### config.mk
export PLATFORM = sky130hd
export DESIGN_NAME = sdac_cmd_rx
export DESIGN_NICKNAME = d
export VERILOG_FILES = /design/src/rtl/sdac_rx_pkg.sv /design/src/rtl/sdac_rx_sync.sv /design/src/rtl/sdac_rx_shift.sv /design/src/rtl/sdac_rx_regs.sv /design/src/rtl/sdac_cmd_rx.sv
export SDC_FILE = /design/constraint.sdc
export NUM_CORES = 1
export LEC_CHECK = 0
export BUFFER_PORTS_ARGS = -buffer_cell sky130_fd_sc_hd__buf_4
export CELL_PAD_IN_SITES_DETAIL_PLACEMENT = 2
export CELL_PAD_IN_SITES_GLOBAL_PLACEMENT = 2
export CORE_MARGIN = 3
export CORE_UTILIZATION = 42
export CTS_BUF_LIST = sky130_fd_sc_hd__clkbuf_8
export DETAILED_ROUTE_END_ITERATION = 12
export PLACE_DENSITY_LB_ADDON = 0.25
export SYNTH_ARGS = -nofsm -noshare
export SYNTH_HDL_FRONTEND = slang
export SYNTH_SLANG_ARGS = --single-unit
### constraint.sdc
create_clock -name clk -period 2.2 [get_ports clk]
set_clock_uncertainty 0.1 [all_clocks]
set_input_delay 0.11 -clock clk [delete_from_list [all_inputs] [get_ports clk]]
set_output_delay 0.11 -clock clk [all_outputs]
set_load 0.01 [all_outputs]
### src/rtl/sdac_rx_pkg.sv
package sdac_rx_pkg;
  localparam int MODE_W = 2;

  typedef enum logic [MODE_W-1:0] {
    MODE_RUN     = 2'b00,
    MODE_PD_1K   = 2'b01,
    MODE_PD_100K = 2'b10,
    MODE_PD_HIZ  = 2'b11
  } pd_mode_e;

  typedef struct packed {
    logic pwr_dn;
    logic t_low;
    logic t_high;
    logic t_hiz;
  } term_sel_t;
endpackage

### src/rtl/sdac_rx_sync.sv
module sdac_rx_sync #(
  parameter int            W       = 3,
  parameter int            STAGES  = 2,
  parameter logic [W-1:0]  RST_VAL = '0
) (
  input  logic         clk,
  input  logic         rst_n,
  input  logic [W-1:0] d_i,
  output logic [W-1:0] q_o
);
  logic [W-1:0] stg [STAGES];

  for (genvar s = 0; s < STAGES; s++) begin : g_stage
    if (s == 0) begin : g_first
      always_ff @(posedge clk or negedge rst_n) begin
        if (!rst_n) stg[0] <= RST_VAL;
        else        stg[0] <= d_i;
      end
    end else begin : g_next
      always_ff @(posedge clk or negedge rst_n) begin
        if (!rst_n) stg[s] <= RST_VAL;
        else        stg[s] <= stg[s-1];
      end
    end
  end

  assign q_o = stg[STAGES-1];
endmodule

### src/rtl/sdac_rx_shift.sv
module sdac_rx_shift #(
  parameter int FRAME_W = 24
) (
  input  logic               clk,
  input  logic               rst_n,
  input  logic               fs_n_s,
  input  logic               sclk_s,
  input  logic               sdat_s,
  output logic               frm_done_o,
  output logic [FRAME_W-1:0] frm_word_o
);
  localparam int CNT_W = $clog2(FRAME_W + 1);
  localparam logic [CNT_W-1:0] LAST = CNT_W'(FRAME_W - 1);

  logic               fs_d, sclk_d;
  logic               armed_q, armed_n;
  logic [CNT_W-1:0]   cnt_q, cnt_n;
  logic [FRAME_W-1:0] sh_q, sh_n;
  logic               done_q, done_n;
  logic [FRAME_W-1:0] word_q;
  logic               fs_fall, sclk_fall;

  assign fs_fall   = fs_d & ~fs_n_s;
  assign sclk_fall = sclk_d & ~sclk_s;

  always_comb begin
    armed_n = armed_q;
    cnt_n   = cnt_q;
    sh_n    = sh_q;
    done_n  = 1'b0;
    if (fs_n_s) begin
      armed_n = 1'b0;
      cnt_n   = '0;
      sh_n    = '0;
    end else if (fs_fall) begin
      armed_n = 1'b1;
      cnt_n   = '0;
      sh_n    = '0;
    end else if (armed_q && sclk_fall) begin
      sh_n = {sh_q[FRAME_W-2:0], sdat_s};
      if (cnt_q == LAST) begin
        armed_n = 1'b0;
        cnt_n   = '0;
        done_n  = 1'b1;
      end else begin
        cnt_n = cnt_q + 1'b1;
      end
    end
  end

  always_ff @(posedge clk or negedge rst_n) begin
    if (!rst_n) begin
      fs_d    <= 1'b1;
      sclk_d  <= 1'b1;
      armed_q <= 1'b0;
      cnt_q   <= '0;
      sh_q    <= '0;
      done_q  <= 1'b0;
    end else begin
      fs_d    <= fs_n_s;
      sclk_d  <= sclk_s;
      armed_q <= armed_n;
      cnt_q   <= cnt_n;
      sh_q    <= sh_n;
      done_q  <= done_n;
    end
  end

  always_ff @(posedge clk or negedge rst_n) begin
    if (!rst_n)      word_q <= '0;
    else if (done_n) word_q <= sh_n;
  end

  assign frm_done_o = done_q;
  assign frm_word_o = word_q;
endmodule

### src/rtl/sdac_rx_regs.sv
module sdac_rx_regs
  import sdac_rx_pkg::*;
#(
  parameter int CODE_W    = 16,
  parameter int FRAME_W   = 24,
  parameter bit MID_RESET = 1'b0
) (
  input  logic               clk,
  input  logic               rst_n,
  input  logic               frm_done_i,
  input  logic [FRAME_W-1:0] frm_word_i,
  output logic [CODE_W-1:0]  code_o,
  output logic [MODE_W-1:0]  mode_o,
  output term_sel_t          sel_o,
  output logic               upd_o
);
  logic [CODE_W-1:0] rst_code;

  if (MID_RESET) begin : g_mid
    assign rst_code = {1'b1, {(CODE_W-1){1'b0}}};
  end else begin : g_zero
    assign rst_code = '0;
  end

  logic [CODE_W-1:0] code_q;
  pd_mode_e          mode_q;
  logic              upd_q;

  always_ff @(posedge clk or negedge rst_n) begin
    if (!rst_n) begin
      code_q <= rst_code;
      mode_q <= MODE_RUN;
    end else if (frm_done_i) begin
      code_q <= frm_word_i[CODE_W-1:0];
      mode_q <= pd_mode_e'(frm_word_i[CODE_W +: MODE_W]);
    end
  end

  always_ff @(posedge clk or negedge rst_n) begin
    if (!rst_n) upd_q <= 1'b0;
    else        upd_q <= frm_done_i;
  end

  always_comb begin
    sel_o = '0;
    unique case (mode_q)
      MODE_PD_1K:   begin sel_o.pwr_dn = 1'b1; sel_o.t_low  = 1'b1; end
      MODE_PD_100K: begin sel_o.pwr_dn = 1'b1; sel_o.t_high = 1'b1; end
      MODE_PD_HIZ:  begin sel_o.pwr_dn = 1'b1; sel_o.t_hiz  = 1'b1; end
      default:      sel_o = '0;
    endcase
  end

  assign code_o = code_q;
  assign mode_o = mode_q;
  assign upd_o  = upd_q;
endmodule

### src/rtl/sdac_cmd_rx.sv
module sdac_cmd_rx
  import sdac_rx_pkg::*;
#(
  parameter int CODE_W      = 16,
  parameter int PAD_W       = 6,
  parameter int SYNC_STAGES = 2,
  parameter bit MID_RESET   = 1'b0
) (
  input  logic              clk,
  input  logic              rst_n,
  input  logic              fs_n_i,
  input  logic              sclk_i,
  input  logic              sdata_i,
  output logic [CODE_W-1:0] dac_code_o,
  output logic [1:0]        mode_o,
  output logic              pwr_dn_o,
  output logic              term_1k_o,
  output logic              term_100k_o,
  output logic              term_hiz_o,
  output logic              upd_o
);
  localparam int FRAME_W = PAD_W + MODE_W + CODE_W;

  logic [2:0]         sync_q;
  logic               fs_act;
  logic               frm_done;
  logic [FRAME_W-1:0] frm_word;
  term_sel_t          sel;

  sdac_rx_sync #(.W(3), .STAGES(SYNC_STAGES), .RST_VAL(3'b110)) u_sync (
    .clk   (clk),
    .rst_n (rst_n),
    .d_i   ({fs_n_i, sclk_i, sdata_i}),
    .q_o   (sync_q)
  );

  assign fs_act = ~sync_q[2];

  sdac_rx_shift #(.FRAME_W(FRAME_W)) u_shift (
    .clk        (clk),
    .rst_n      (rst_n),
    .fs_n_s     (sync_q[2]),
    .sclk_s     (sync_q[1]),
    .sdat_s     (sync_q[0]),
    .frm_done_o (frm_done),
    .frm_word_o (frm_word)
  );

  sdac_rx_regs #(.CODE_W(CODE_W), .FRAME_W(FRAME_W), .MID_RESET(MID_RESET)) u_regs (
    .clk        (clk),
    .rst_n      (rst_n),
    .frm_done_i (frm_done),
    .frm_word_i (frm_word),
    .code_o     (dac_code_o),
    .mode_o     (mode_o),
    .sel_o      (sel),
    .upd_o      (upd_o)
  );

  assign pwr_dn_o    = sel.pwr_dn;
  assign term_1k_o   = sel.t_low;
  assign term_100k_o = sel.t_high;
  assign term_hiz_o  = sel.t_hiz;
endmodule

==> summary.log <==
[final_layout] number of non-filler instances in the completed layout 315
[synth] dominant register cell in the synthesized netlist sky130_fd_sc_hd__dfrtp_1
[clocking] maximum number of buffers from clock root to sink 2
[synth] number of enable-type register cells in the synthesized netlist 0
[synth] largest cells by area after synthesis sky130_fd_sc_hd__dfrtp_1 60%, sky130_fd_sc_hd__mux2_2 11%, sky130_fd_sc_hd__dfstp_2 6.0%
[worst_setup_path] reg2reg start u_shift.sclk_d
[placement] HPWL after DPL 3356 µm
[drt] vias after detailed routing 1,613
[power] power per standard cell area 807.9 mW/mm²
[floorplan] count of pins on the block boundary 28
[clocking] clock latency on the worst-skew pair 0.34 ns
[clocking] Root Buffer Master sky130_fd_sc_hd__clkbuf_8
[worst_setup_path] critical path start-end classification register to register
[final_layout] final design instance area without fill 0.003213 mm²
[floorplan] Die X-Extent 85.38 µm
[final_layout] area growth from synthesis to layout 21.42%
[placement] Post-DP Area 0.002925 mm²
[timing] unrepaired setup endpoints after global routing false
[final_layout] number of nets in the layout 241
[clocking] clock-pin slew reported for the worst setup and hold paths after clock tree synthesis 0.07 ns
[synth] library cell with the highest instance count after synthesis sky130_fd_sc_hd__dfrtp_1
[placement] I/O Buffers 27
[synth] netlist area before placement 0.002646 mm²
[synth] largest area contributor in the synthesized netlist sky130_fd_sc_hd__dfrtp_1
[worst_setup_path] crit path DAT 2.10 ns
[drt] average via count per standard cell 5.121
[worst_setup_path] worst reg2reg endpoint u_shift.frm_word_o[3]
[drt] remaining antenna violation count after routing 0
[worst_setup_path] depth of the worst register-to-register path 4
[drt] final wirelength 5308 µm
[timing] final setup TNS 0 ns
[floorplan] Std-Cell Rows 28
[timing] setup slack of the critical path after layout 0.2328 ns
[global_route] pin count of the biggest net entering global routing 70
[drt] violation count after the first detailed-route iteration 55
[global_route] overall fraction of global-route tracks in use 16.64%
[drt] length of the first detailed-routing pass in iterations 2
[timing] Worst Tran Pin Value 0.8519 ns
[floorplan] Vert. Die Dim 85.38 µm
[timing] Setup-failing EPs final 0
[floorplan] Starting Density 43.92%
[synth] Synthesis Warnings 0
[hold_path] type of the worst min-delay path register to register
[placement] Final Wtd Congestion 0.7427
[timing] final-layout worst hold slack 0.2579 ns
[synth] Netlist cell types 24
[floorplan] Core Area 0.006026 mm²
[synth] synthesized flop and latch total 69
[synth] syn_area_per_cell 13.43 µm²
[worst_setup_path] endpoint of the most critical setup path u_shift.frm_word_o[3]
[drt] remaining design rule violation count 0
[synth] post-synthesis net count 203
[floorplan] die outline area 0.007289 mm²
[synth] most frequent cells after synthesis 63 x sky130_fd_sc_hd__dfrtp_1, 37 x sky130_fd_sc_hd__nand2_1, 27 x sky130_fd_sc_hd__mux2_2
[timing] post-route fraction of the period consumed by the critical path 89.42%
[placement] pre-CTS setup slack 0.2080 ns
[worst_setup_path] first element of the critical path u_shift.sclk_d
[worst_setup_path] CP Data Required Time 2.33 ns
[worst_setup_path] endpoint class of the critical path register
[drt] detailed-route wire length per cell 16.85 µm
[global_route] gr ovfl total 0
[clocking] number of levels the H-tree was split into 3
[final_layout] Antenna diodes 0
[global_route] initial antenna violation count 0
[run] Maximum Capacitance Violations 0
[run_status] run status complete, no violations
[timing] top achievable clock speed 508.3 MHz
[timing] worst-case headroom to the max-slew limit 43.21%
[timing] Final Max Slew Viols 0
[synth] share of the yosys chip area belonging to registers 65.53%
[clocking] Inserted Clock Buffers 9
[final_layout] fraction of layout instances using a drive strength above 1 39.58%
[synth] number of instances in the synthesized netlist 197
[global_route] via count of the first global-routing pass 1,900
[power] worst supply voltage drop on vdd 527.4 µV
[worst_setup_path] r2r setup slk 0.23 ns
[placement] Cell Count Post-Placement 295
[synth] async set-reset flop share out of synthesis 100.0%
[synth] area fraction of the dominant cell type after synthesis 59.57%
[timing] post-layout min period 1.967 ns
[global_route] wire length of the first global-routing pass 9273 µm
[timing] Hold Fails Final Rpt 0
[worst_setup_path] Critical Path Fanout Max 19
[power] LEAKAGE 0.001533 µW
[clocking] total clock sinks 69
[clocking] clock tree from TritonCTS yes
[worst_setup_path] category of the worst setup path launch point register
worst min path at each step:
stage	cells after the start	slack [ns]	end	start
after floorplan	0	-0.29	u_regs.code_o[0]	rst_n
after global placement	1	0.12	u_sync.stg[4]	sclk_i
after detailed placement	1	0.12	u_sync.stg[5]	fs_n_i
after CTS	0	0.26	u_sync.q_o[1]	u_sync.stg[4]
after global routing	0	0.27	u_sync.q_o[1]	u_sync.stg[4]
final	0	0.26	u_sync.q_o[1]	u_sync.stg[4]
metal layers:
layer,track usage [%],up-vias,part of all wire (%)
met5,0,-,0
met4,7.770,0,2.2
met3,4.563,11,3.7
met2,27.82,31,52
met1,19.89,830,42
li1,-,741,-
worst max-delay path: stages, from the launching register on:
cell and delay [ns]:
sky130_fd_sc_hd__dfstp_2 0.53, sky130_fd_sc_hd__nand3b_1 0.27, sky130_fd_sc_hd__nor3_4 0.25, sky130_fd_sc_hd__buf_4 0.33, sky130_fd_sc_hd__mux2_2 0.38
per-stage QoR:
step	total power (µW)	util (%)
floorplan	1328	-
global placement	1362	48.55
detailed placement	1366	48.55
CTS	2632	53.32
global route	2706	53.32
finish	2596	53.32
flip-flops by register name, summed over array words and instances (netlist names):
register / count
u_shift.cnt_q: 5
u_shift.frm_done_o: 1
u_shift.frm_word_o: 18
u_sync.stg: 3
u_shift.fs_d: 1
u_regs.upd_o: 1
u_regs.code_o: 16
u_sync.q_o: 3
u_regs.mode_o: 2
u_shift.sclk_d: 1
u_shift.armed_q: 1
u_shift.sh_q: 17
final cells by class:
class,instances,area (µm²)
Sequential cell,69,1734
Fill cell,589,2813
Inverter,2,7.507
Tap cell,75,93.84
Multi-Input combinational cell,116,842.1
Clock buffer,10,137.6
Timing Repair Buffer,37,287.8
Clock inverter,6,110.1
kinds of logic after synthesis:
logic type               after synthesis  synth area share [%]
AO/OA/AOI/OAI                         27                 5.106
adder cells (fa/ha/maj)                1                0.4727
buffers and inverters                 12                 2.648
flip-flops                            69                 65.53
multiplexers                          36                 16.60
AND/OR/NAND/NOR                       52                 9.646
where the power goes:
| group | internal, µW | total (µW) | switching (µW) |
|---|---|---|---|
| clock | 781 | 1250 | 469 |
| combinational | 15.6 | 59.0 | 43.4 |
| sequential | 1280 | 1290 | 5.21 |
| total | 2080 | 2600 | 517 |
layout by cell type, fill, tap and decap left out:
master and count:
sky130_fd_sc_hd__mux2_4 9, sky130_fd_sc_hd__or3_1 1, sky130_fd_sc_hd__clkinv_2 1, sky130_fd_sc_hd__nand3b_1 2, sky130_fd_sc_hd__a21oi_1 23, sky130_fd_sc_hd__clkbuf_8 10
sky130_fd_sc_hd__nand2_1 37, sky130_fd_sc_hd__o21ai_0 4, sky130_fd_sc_hd__nand4b_1 1, sky130_fd_sc_hd__and2_1 1, sky130_fd_sc_hd__or2_1 1, sky130_fd_sc_hd__nor2b_1 2
sky130_fd_sc_hd__dfstp_2 6, sky130_fd_sc_hd__dlygate4sd3_1 4, sky130_fd_sc_hd__nand3_1 2, sky130_fd_sc_hd__mux2_2 27, sky130_fd_sc_hd__clkinvlp_4 2, sky130_fd_sc_hd__ha_1 1
sky130_fd_sc_hd__and3b_1 1, sky130_fd_sc_hd__or2_2 1, sky130_fd_sc_hd__dfrtp_1 63, sky130_fd_sc_hd__bufinv_16 3, sky130_fd_sc_hd__buf_4 33, sky130_fd_sc_hd__or4b_2 2
sky130_fd_sc_hd__inv_1 2, sky130_fd_sc_hd__nor3_4 1
what timing repair did:
item	in CTS	in global routing
endpoints found under the setup margin	0	0
hold endpoints to repair	66	0
hold buffers	4	0
buffers inserted	0	0
resized for setup	0	0
(Power assumes the default switching activity.)
